`config.mk`:
```
export PLATFORM = sky130hd
export DESIGN_NAME = uart_stat_irq
export DESIGN_NICKNAME = d
export VERILOG_FILES = /design/src/rtl/uart_stat_pkg.sv /design/src/rtl/uart_tx_path.sv /design/src/rtl/uart_rx_status.sv /design/src/rtl/uart_err_copy.sv /design/src/rtl/uart_irq_gen.sv /design/src/rtl/uart_stat_irq.sv
export SDC_FILE = /design/constraint.sdc
export NUM_CORES = 1
export LEC_CHECK = 0
export BUFFER_PORTS_ARGS = -buffer_cell sky130_fd_sc_hd__buf_4
export CAP_MARGIN = 15
export CORE_UTILIZATION = 30
export DETAILED_ROUTE_END_ITERATION = 6
export PLACE_DENSITY_LB_ADDON = 0.25
export SLEW_MARGIN = 20
export SYNTH_ARGS = -nofsm -noshare
export SYNTH_HDL_FRONTEND = slang
export SYNTH_SLANG_ARGS = --single-unit
export TNS_END_PERCENT = 5
```
`constraint.sdc`:
```
create_clock -name clk_i -period 2 [get_ports clk_i]
set_clock_uncertainty 0.05 [all_clocks]
set_input_delay 0.6 -clock clk_i [delete_from_list [all_inputs] [get_ports clk_i]]
set_output_delay 0.6 -clock clk_i [all_outputs]
set_load 0.01 [all_outputs]
```
`src/rtl/uart_stat_pkg.sv`:
```
package uart_stat_pkg;
  localparam int unsigned DATA_W = 8;
  localparam int unsigned ADDR_W = 3;

  localparam logic [ADDR_W-1:0] A_CTRL = 3'd0;
  localparam logic [ADDR_W-1:0] A_STAT = 3'd1;
  localparam logic [ADDR_W-1:0] A_MASK = 3'd2;
  localparam logic [ADDR_W-1:0] A_ERRC = 3'd3;
  localparam logic [ADDR_W-1:0] A_TXD  = 3'd4;
  localparam logic [ADDR_W-1:0] A_RXD  = 3'd5;

  localparam int unsigned B_TBE  = 0;
  localparam int unsigned B_TSBE = 1;
  localparam int unsigned B_RBF  = 2;
  localparam int unsigned B_PER  = 3;
  localparam int unsigned B_FER  = 4;
  localparam int unsigned B_OVR  = 5;
  localparam int unsigned B_SUM  = 6;

  localparam int unsigned C_TXEN  = 0;
  localparam int unsigned C_RXEN  = 1;
  localparam int unsigned C_FLUSH = 2;

  localparam logic [DATA_W-1:0] MASK_WR_BITS = 8'h47;
  localparam int unsigned ERR_W = 4;

  typedef struct packed {
    logic rx_en;
    logic tx_en;
  } ctrl_t;
endpackage

```
`src/rtl/uart_tx_path.sv`:
```
module uart_tx_path #(
  parameter int unsigned DW = 8
) (
  input  logic          clk_i,
  input  logic          rst_ni,
  input  logic          tx_en_i,
  input  logic          wr_i,
  input  logic [DW-1:0] wdata_i,
  input  logic          flush_i,
  input  logic          done_i,
  output logic          tbe_o,
  output logic          tsbe_o,
  output logic          start_o,
  output logic [DW-1:0] byte_o
);
  logic          buf_full_q;
  logic [DW-1:0] buf_q;
  logic          busy_q;
  logic          load;

  assign load = tx_en_i & buf_full_q & ~busy_q & ~flush_i;

  always_ff @(posedge clk_i or negedge rst_ni) begin
    if (!rst_ni) begin
      buf_full_q <= 1'b0;
      buf_q      <= '0;
    end else if (flush_i || load) begin
      buf_full_q <= 1'b0;
    end else if (wr_i && !buf_full_q) begin
      buf_full_q <= 1'b1;
      buf_q      <= wdata_i;
    end
  end

  always_ff @(posedge clk_i or negedge rst_ni) begin
    if (!rst_ni) begin
      busy_q  <= 1'b0;
      start_o <= 1'b0;
      byte_o  <= '0;
    end else begin
      start_o <= load;
      if (load) begin
        busy_q <= 1'b1;
        byte_o <= buf_q;
      end else if (done_i) begin
        busy_q <= 1'b0;
      end
    end
  end

  assign tbe_o  = ~buf_full_q;
  assign tsbe_o = ~busy_q;
endmodule

```
`src/rtl/uart_rx_status.sv`:
```
module uart_rx_status #(
  parameter int unsigned DW = 8
) (
  input  logic          clk_i,
  input  logic          rst_ni,
  input  logic          rx_en_i,
  input  logic          valid_i,
  input  logic [DW-1:0] byte_i,
  input  logic          per_i,
  input  logic          fer_i,
  input  logic          rd_clr_i,
  output logic          rbf_o,
  output logic          per_o,
  output logic          fer_o,
  output logic          ovr_o,
  output logic          sum_o,
  output logic [DW-1:0] data_o,
  output logic [3:0]    err_set_o
);
  logic rbf_eff, take, cap, ovf;

  assign rbf_eff = rbf_o & ~rd_clr_i;   // read clears before a same-cycle arrival
  assign take    = rx_en_i & valid_i;
  assign cap     = take & ~rbf_eff;
  assign ovf     = take & rbf_eff;

  always_ff @(posedge clk_i or negedge rst_ni) begin
    if (!rst_ni) begin
      rbf_o  <= 1'b0;
      per_o  <= 1'b0;
      fer_o  <= 1'b0;
      ovr_o  <= 1'b0;
      sum_o  <= 1'b0;
      data_o <= '0;
    end else begin
      if (rd_clr_i) begin
        rbf_o <= 1'b0;
        per_o <= 1'b0;
        fer_o <= 1'b0;
        ovr_o <= 1'b0;
        sum_o <= 1'b0;
      end
      if (cap) begin
        rbf_o  <= 1'b1;
        data_o <= byte_i;
        per_o  <= per_i;
        fer_o  <= fer_i;
        if (per_i || fer_i) sum_o <= 1'b1;
      end else if (ovf) begin
        ovr_o <= 1'b1;
        sum_o <= 1'b1;
      end
    end
  end

  // set events in copy order: per, fer, ovr, sum
  assign err_set_o = {(cap & (per_i | fer_i)) | ovf, ovf, cap & fer_i, cap & per_i};
endmodule

```
`src/rtl/uart_err_copy.sv`:
```
module uart_err_copy #(
  parameter int unsigned EW = 4,
  parameter int unsigned DW = 8
) (
  input  logic          clk_i,
  input  logic          rst_ni,
  input  logic [EW-1:0] set_i,
  input  logic          wr_i,
  input  logic [DW-1:0] wdata_i,
  output logic [EW-1:0] copy_o
);
  logic clr;
  assign clr = wr_i & (wdata_i == '0);

  always_ff @(posedge clk_i or negedge rst_ni) begin
    if (!rst_ni)  copy_o <= '0;
    else if (clr) copy_o <= set_i;
    else          copy_o <= copy_o | set_i;
  end
endmodule

```
`src/rtl/uart_irq_gen.sv`:
```
module uart_irq_gen #(
  parameter int unsigned       DW  = 8,
  parameter logic [DW-1:0]     SRC = 8'h47
) (
  input  logic          clk_i,
  input  logic          rst_ni,
  input  logic [DW-1:0] stat_i,
  input  logic [DW-1:0] mask_i,
  output logic          irq_o
);
  logic [DW-1:0] hit;

  for (genvar i = 0; i < DW; i++) begin : g_src
    if (SRC[i]) begin : g_on
      assign hit[i] = stat_i[i] & mask_i[i];
    end else begin : g_off
      assign hit[i] = 1'b0;
    end
  end

  always_ff @(posedge clk_i or negedge rst_ni) begin
    if (!rst_ni) irq_o <= 1'b0;
    else         irq_o <= |hit;
  end
endmodule

```
`src/rtl/uart_stat_irq.sv`:
```
module uart_stat_irq
  import uart_stat_pkg::*;
(
  input  logic              clk_i,
  input  logic              rst_ni,
  input  logic              reg_wr_i,
  input  logic              reg_rd_i,
  input  logic [ADDR_W-1:0] reg_addr_i,
  input  logic [DATA_W-1:0] reg_wdata_i,
  output logic [DATA_W-1:0] reg_rdata_o,
  output logic              tx_start_o,
  output logic [DATA_W-1:0] tx_byte_o,
  input  logic              tx_done_i,
  input  logic              rx_valid_i,
  input  logic [DATA_W-1:0] rx_byte_i,
  input  logic              rx_par_err_i,
  input  logic              rx_frm_err_i,
  output logic              irq_o
);
  ctrl_t             ctrl_q;
  logic [DATA_W-1:0] mask_q;
  logic [DATA_W-1:0] stat_w;
  logic [DATA_W-1:0] rx_data;
  logic [ERR_W-1:0]  err_set, err_copy;
  logic tbe, tsbe, rbf, per, fer, ovr, sum;
  logic wr_ctrl, wr_mask, wr_errc, wr_txd, rd_rxd, flush;

  assign wr_ctrl = reg_wr_i & (reg_addr_i == A_CTRL);
  assign wr_mask = reg_wr_i & (reg_addr_i == A_MASK);
  assign wr_errc = reg_wr_i & (reg_addr_i == A_ERRC);
  assign wr_txd  = reg_wr_i & (reg_addr_i == A_TXD);
  assign rd_rxd  = reg_rd_i & (reg_addr_i == A_RXD);
  assign flush   = wr_ctrl & reg_wdata_i[C_FLUSH];

  always_ff @(posedge clk_i or negedge rst_ni) begin
    if (!rst_ni) begin
      ctrl_q <= '0;
      mask_q <= '0;
    end else begin
      if (wr_ctrl) begin
        ctrl_q.tx_en <= reg_wdata_i[C_TXEN];
        ctrl_q.rx_en <= reg_wdata_i[C_RXEN];
      end
      if (wr_mask) mask_q <= reg_wdata_i & MASK_WR_BITS;
    end
  end

  uart_tx_path #(.DW(DATA_W)) u_tx (
    .clk_i   (clk_i),
    .rst_ni  (rst_ni),
    .tx_en_i (ctrl_q.tx_en),
    .wr_i    (wr_txd),
    .wdata_i (reg_wdata_i),
    .flush_i (flush),
    .done_i  (tx_done_i),
    .tbe_o   (tbe),
    .tsbe_o  (tsbe),
    .start_o (tx_start_o),
    .byte_o  (tx_byte_o)
  );

  uart_rx_status #(.DW(DATA_W)) u_rx (
    .clk_i     (clk_i),
    .rst_ni    (rst_ni),
    .rx_en_i   (ctrl_q.rx_en),
    .valid_i   (rx_valid_i),
    .byte_i    (rx_byte_i),
    .per_i     (rx_par_err_i),
    .fer_i     (rx_frm_err_i),
    .rd_clr_i  (rd_rxd),
    .rbf_o     (rbf),
    .per_o     (per),
    .fer_o     (fer),
    .ovr_o     (ovr),
    .sum_o     (sum),
    .data_o    (rx_data),
    .err_set_o (err_set)
  );

  uart_err_copy #(.EW(ERR_W), .DW(DATA_W)) u_errc (
    .clk_i   (clk_i),
    .rst_ni  (rst_ni),
    .set_i   (err_set),
    .wr_i    (wr_errc),
    .wdata_i (reg_wdata_i),
    .copy_o  (err_copy)
  );

  assign stat_w = {1'b0, sum, ovr, fer, per, rbf, tsbe, tbe};

  uart_irq_gen #(.DW(DATA_W), .SRC(MASK_WR_BITS)) u_irq (
    .clk_i  (clk_i),
    .rst_ni (rst_ni),
    .stat_i (stat_w),
    .mask_i (mask_q),
    .irq_o  (irq_o)
  );

  always_comb begin
    reg_rdata_o = '0;
    unique case (reg_addr_i)
      A_CTRL:  reg_rdata_o = {6'b0, ctrl_q.rx_en, ctrl_q.tx_en};
      A_STAT:  reg_rdata_o = stat_w;
      A_MASK:  reg_rdata_o = mask_q;
      A_ERRC:  reg_rdata_o = {1'b0, err_copy, 3'b0};
      A_RXD:   reg_rdata_o = rx_data;
      default: reg_rdata_o = '0;
    endcase
  end
endmodule

```
# Word level (Yosys, flattened, before mapping)
# Index checks and enable logic that the tools add are counted.
word_totals:
  ff_bits: 43
  inputBits: 27
  word_cells: 79
classes:
  n_mux: 17
  eq_ne: 5
  bitwise_logic: 30
  reduce_logical: 11
op_table:
  columns: ["op", "count"]
  rows:
  - ["case mux 8 bit (5 select lines)", 1]
  - ["AND 1 bit", 21]
  - ["2-to-1 mux 1 bit", 15]
  - ["zero test 8 bit", 1]
  - ["equality test 3 x 2 -> 1 bit, second input constant", 2]
  - ["equality test 3 bit, second input constant", 2]
  - ["NOT 1 bit", 6]
  - ["nonzero test 2 bit", 3]
  - ["2-to-1 mux 4 bit", 1]
  - ["OR 4 bit", 1]
  - ["OR reduction 4 bit", 1]
  - ["equality test 3 x 1 -> 1 bit, second input constant", 1]
  - ["zero test 3 bit", 1]
  - ["logical OR 1 bit", 2]
  - ["OR 1 bit", 2]
  - ["AND reduction 2 bit", 1]
  - ["logical AND 1 bit", 1]
  - ["zero test 1 bit", 1]

# Logic depth before layout (Yosys ltp)
logic_depth:
  word_depth: 10
  depth_mapped: 5
  mapped_depth_nobuf: 4

# By module
# From an unflattened synthesis, not the netlist that was laid out.
unflattened:
  hier_cells: 163
  area_unflattened_um2: 2144.6
by_module_without_submodules:
  columns: ["mod", "cells_per_inst", "seq_area_each_um2", "n_inst", "area_each_um2"]
  rows:
  - ["uart_tx_path", 43, 475.5, 1, 755.7]
  - ["uart_stat_irq", 59, 150.1, 1, 584.3]
  - ["uart_rx_status", 39, 325.3, 1, 568.0]
  - ["uart_err_copy", 18, 100.1, 1, 192.7]
  - ["uart_irq_gen", 4, 25.0, 1, 43.8]

# Worst setup path before layout
# Ideal clock, no wire load.
synth_path:
  path_kind: "input-to-output"
  start: "input reg_addr_i[1]"
  end: "output reg_rdata_o[2]"
  slack_ns: -0.047
  n_path_buf: 1
  cell_stages: 4
  arrival_ns: 1.397
  path_cell_list: "buf_2 nor2b_1 a22oi_1 o21ai_0"
synth_via:
  elab_chain_len: 2
  elab_cells_between_ends: 6
synth_rtl:
  columns: ["element", "line_no", "rtl"]
  rows:
  - ["from (decl)", "uart_stat_irq.sv:8", "input logic [ADDR_W-1:0] reg_addr_i,"]
  - ["equality test 3 bit (tied with other cells)", "uart_stat_irq.sv:101", "unique case (reg_addr_i)"]
  - ["case mux 8 bit (5 select lines) (*)", "uart_stat_irq.sv:101", null]
  - ["to (decl)", "uart_stat_irq.sv:10", "output logic [DATA_W-1:0] reg_rdata_o,"]
# Mark *: on every way between the ends. The rest lies on a longest branch, timed or not.

# Worst setup path after layout
layout_path:
  start: "input reg_addr_i[0]"
  end: "output reg_rdata_o[6]"
# The elaborated chain is that of the path after synthesis.

==> flow_metrics.env <==
export IMPL_globalRouteTotalUtil=0.143
export IMPL_antenna_left=0
export IMPL_portBuffers=44
export IMPL_p_leak_nw=1.22
export IMPL_clock_latency_ns=0.29
export IMPL_comb_power_share=0.304
export IMPL_cts_sinks=43
export IMPL_hold_class="input port to async pin"
export IMPL_first_pass_iters=4
export IMPL_gp_congestion=0.740
export IMPL_ys_types=33
export IMPL_die_area_um2=6740
export IMPL_hold_viol=0
export IMPL_maxCapViolCount=0
export IMPL_holdWs_ns=0.246
export IMPL_grt_overflow_total=0
export IMPL_p_sw_frac=0.291
export IMPL_synth_top_cells_by_count="43 x dfrtp_1, 28 x mux2_2, 16 x nand2_1, 10 x o21ai_0"
export IMPL_yosysMostFrequentCell="dfrtp_1"
export IMPL_r2r_start="u_tx.busy_q$_DFFE_PN0P_"
export IMPL_tightest_slew_ns=0.556
export IMPL_first_global_vias=1446
export IMPL_grt_max_degree=44
export IMPL_core_area_um2=6060
export IMPL_rows=28
export IMPL_power_density_nw_per_um2=1020
export IMPL_async_flop_share=1.00
export IMPL_cts_root_buf="clkbuf_8"
export IMPL_cp_required_ns=1.35
export IMPL_slowest_stage="a22oi_1"
export IMPL_wire_per_inst_um=14.9
export IMPL_htreeDepth=2
export IMPL_p_sw_mw=0.801
export IMPL_drt_iter0_markers=39
export IMPL_synth_edff_count=0
export IMPL_path_clk_slew_ns=0.08
export IMPL_tritoncts="done"
export IMPL_drc=0
export IMPL_register_area_um2=1080
export IMPL_synth_top_cell_area_share=0.559
export IMPL_multiInputGateArea_um2=852
export IMPL_worst_setup_path_end_kind="output port"
export IMPL_grt_pass1_wl_mm=7.07
export IMPL_rsz0062_at_grt="true"
export IMPL_fin_crit_sh=0.993
export IMPL_critical_path_startpoint_type="input port"
export IMPL_status="finished, final reports clean"
export IMPL_synth_area_um2=1920
export IMPL_cp_max_fo=6
export IMPL_max_freq_mhz=504
export IMPL_antenna_found_initial=0
export IMPL_vias_per_cell=4.85
export IMPL_die_x_um=82.1
export IMPL_nNetsFinal=243
export IMPL_clk_path_buf_depth=2
export IMPL_hpwl_mm=3.24
export IMPL_netlist_instances=151
export IMPL_power_share_clock=0.213
export IMPL_critPathMaxStageDelay_ns=0.23
export IMPL_ys_seq_elements=43
export IMPL_drive_gt1_frac=0.525
export IMPL_worstSetupPathType="input port to output port"
export IMPL_fin_util=0.444
export IMPL_slew_headroom=0.629
export IMPL_synth_warnings=0
export IMPL_timing_critical_path_cells="buf_12 > nor2b_4 > a22oi_1 > o2bb2ai_1 > buf_4"
export IMPL_drv_slew=0
export IMPL_synth_top_cell_by_area="dfrtp_1"
export IMPL_cp_data_arrival_time_ns=1.34
export IMPL_ir_drop_v=0.000493
export IMPL_setup_viol=0
export IMPL_fp_dieH_um=82.1
export IMPL_pwr_share_seq=0.483
export IMPL_synthesis_nets=178
export IMPL_start_util=0.318
export IMPL_yosysSeqAreaShare=0.559
export IMPL_diodes=0
export IMPL_power_report_internal_total_mw=1.95
export IMPL_cp_startpoint="reg_addr_i[0]"
export IMPL_wl_mm=4.36
export IMPL_via_count=1417
export IMPL_synthTopCellsByArea="dfrtp_1 56%, mux2_2 16%, nand2_1 3.1%"
export IMPL_synth_top_flop_cell="dfrtp_1"
export IMPL_syn_area_per_cell_um2=12.7
export IMPL_holdBufCountCts=0
export IMPL_nFillCells=559
export IMPL_area_delta_synth_final_pct=39.8
export IMPL_cts_made_buffers=5
export IMPL_ios=45
export IMPL_period_needed_ns=1.99
==> cells in the final DEF, fill, tap and decap left out, types with 2 or more instances in the layout <==
master,n
a21o_1,2
a21oi_1,4
a21oi_2,2
a22o_1,4
a22oi_1,3
and2_1,3
buf_12,4
buf_4,55
buf_6,3
clkbuf_8,6
dfrtp_1,43
inv_1,3
mux2_2,28
mux2i_1,4
nand2_1,16
nor2_1,2
nor2b_4,3
o21ai_0,5
o21ai_1,3
o21ai_2,2
==> state kept, by name, summed over array words and instances, names as in the netlist <==
name,count
mask_q,4
u_tx.byte_o,8
u_tx.start_o,1
u_rx.rbf_o,1
u_rx.fer_o,1
u_irq.irq_o,1
u_tx.busy_q,1
ctrl_q,2
u_rx.sum_o,1
u_rx.per_o,1
u_rx.data_o,8
u_errc.copy_o,4
u_tx.buf_full_q,1
u_rx.ovr_o,1
u_tx.buf_q,8
==> path summary, 6_finish.rpt <==
kind	slack, ns	end	depth (start not counted)
worst max-delay path	0.01	reg_rdata_o[6]	5
worst min-delay path	0.25	u_rx.fer_o$_DFFE_PN0P_	1
worst max register to register	0.45	u_tx.byte_o[7]$_DFFE_PN0P_	5
worst min register to register	0.44	u_errc.copy_o[3]$_DFF_PN0_	1
max in group asynchronous	1.28	u_rx.data_o[5]$_DFFE_PN0P_	1
min in group clk_i	0.41	u_tx.busy_q$_DFFE_PN0P_	2
==> per-stage QoR <==
stage | cells | TNS, ns | instance area [µm²] | total power [mW] | setup WS (ns)
after CTS | 289 | 0 | 2640 | 2.78 | 0.00662
after detailed placement | 279 | -0.978 | 2450 | 2.16 | -0.208
after global routing | 292 | -0.101 | 2690 | 2.94 | -0.0272
after floorplan | 151 | 0 | 1930 | 1.76 | 0.0288
final | 292 | 0 | 2690 | 2.76 | 0.0150
after global placement | 279 | -0.777 | 2450 | 2.14 | -0.175
==> routing by layer <==
layer  track usage  wire, µm  up-vias
met2         0.233      2060       45
met1         0.184      2000      694
li1              -         -      676
met5             0         0        -
met4        0.0421        14        0
met3        0.0396       285        2
==> critical path: cells and delay by family <==
family | cells | cell delay, ns
simple gates | 1 | 0.14
compound gates | 2 | 0.33
buf+inv | 2 | 0.26
==> cells by family (layout without fill, tap and decap cells) <==
family / after synthesis / count (layout) / share of synthesized area
and+or+nand+nor: 34 / 34 / 0.112
AOI/OAI and AO/OA: 32 / 32 / 0.116
muxes: 33 / 33 / 0.190
buffers and inverters: 9 / 75 / 0.0221
DFF: 43 / 43 / 0.559
==> timing repair <==
| action | CTS | global route |
|---|---|---|
| gates resized for setup | 17 | 9 |
| endpoints found under the setup margin | 8 | 6 |
| pin swaps | 2 | 6 |
| cloned | 1 | 0 |
| setup buffers | 1 | 3 |
==> power groups by stage <==
stage	registers, mW	clock network [mW]	logic [mW]
after floorplan	1.35	0	0.410
after global placement	1.35	0	0.790
after detailed placement	1.35	0	0.809
after CTS	1.34	0.615	0.833
after global routing	1.37	0.659	0.916
final	1.33	0.587	0.837
==> final cells by class <==
class                           count  share of cell area
Inverter                            4             0.00558
Clock buffer                        6              0.0307
Multi-Input combinational cell     99               0.317
Tap cell                           75              0.0349
Timing Repair Buffer               63               0.206
Sequential cell                    43               0.400
Clock inverter                      2             0.00605
(Power assumes the default switching activity.)
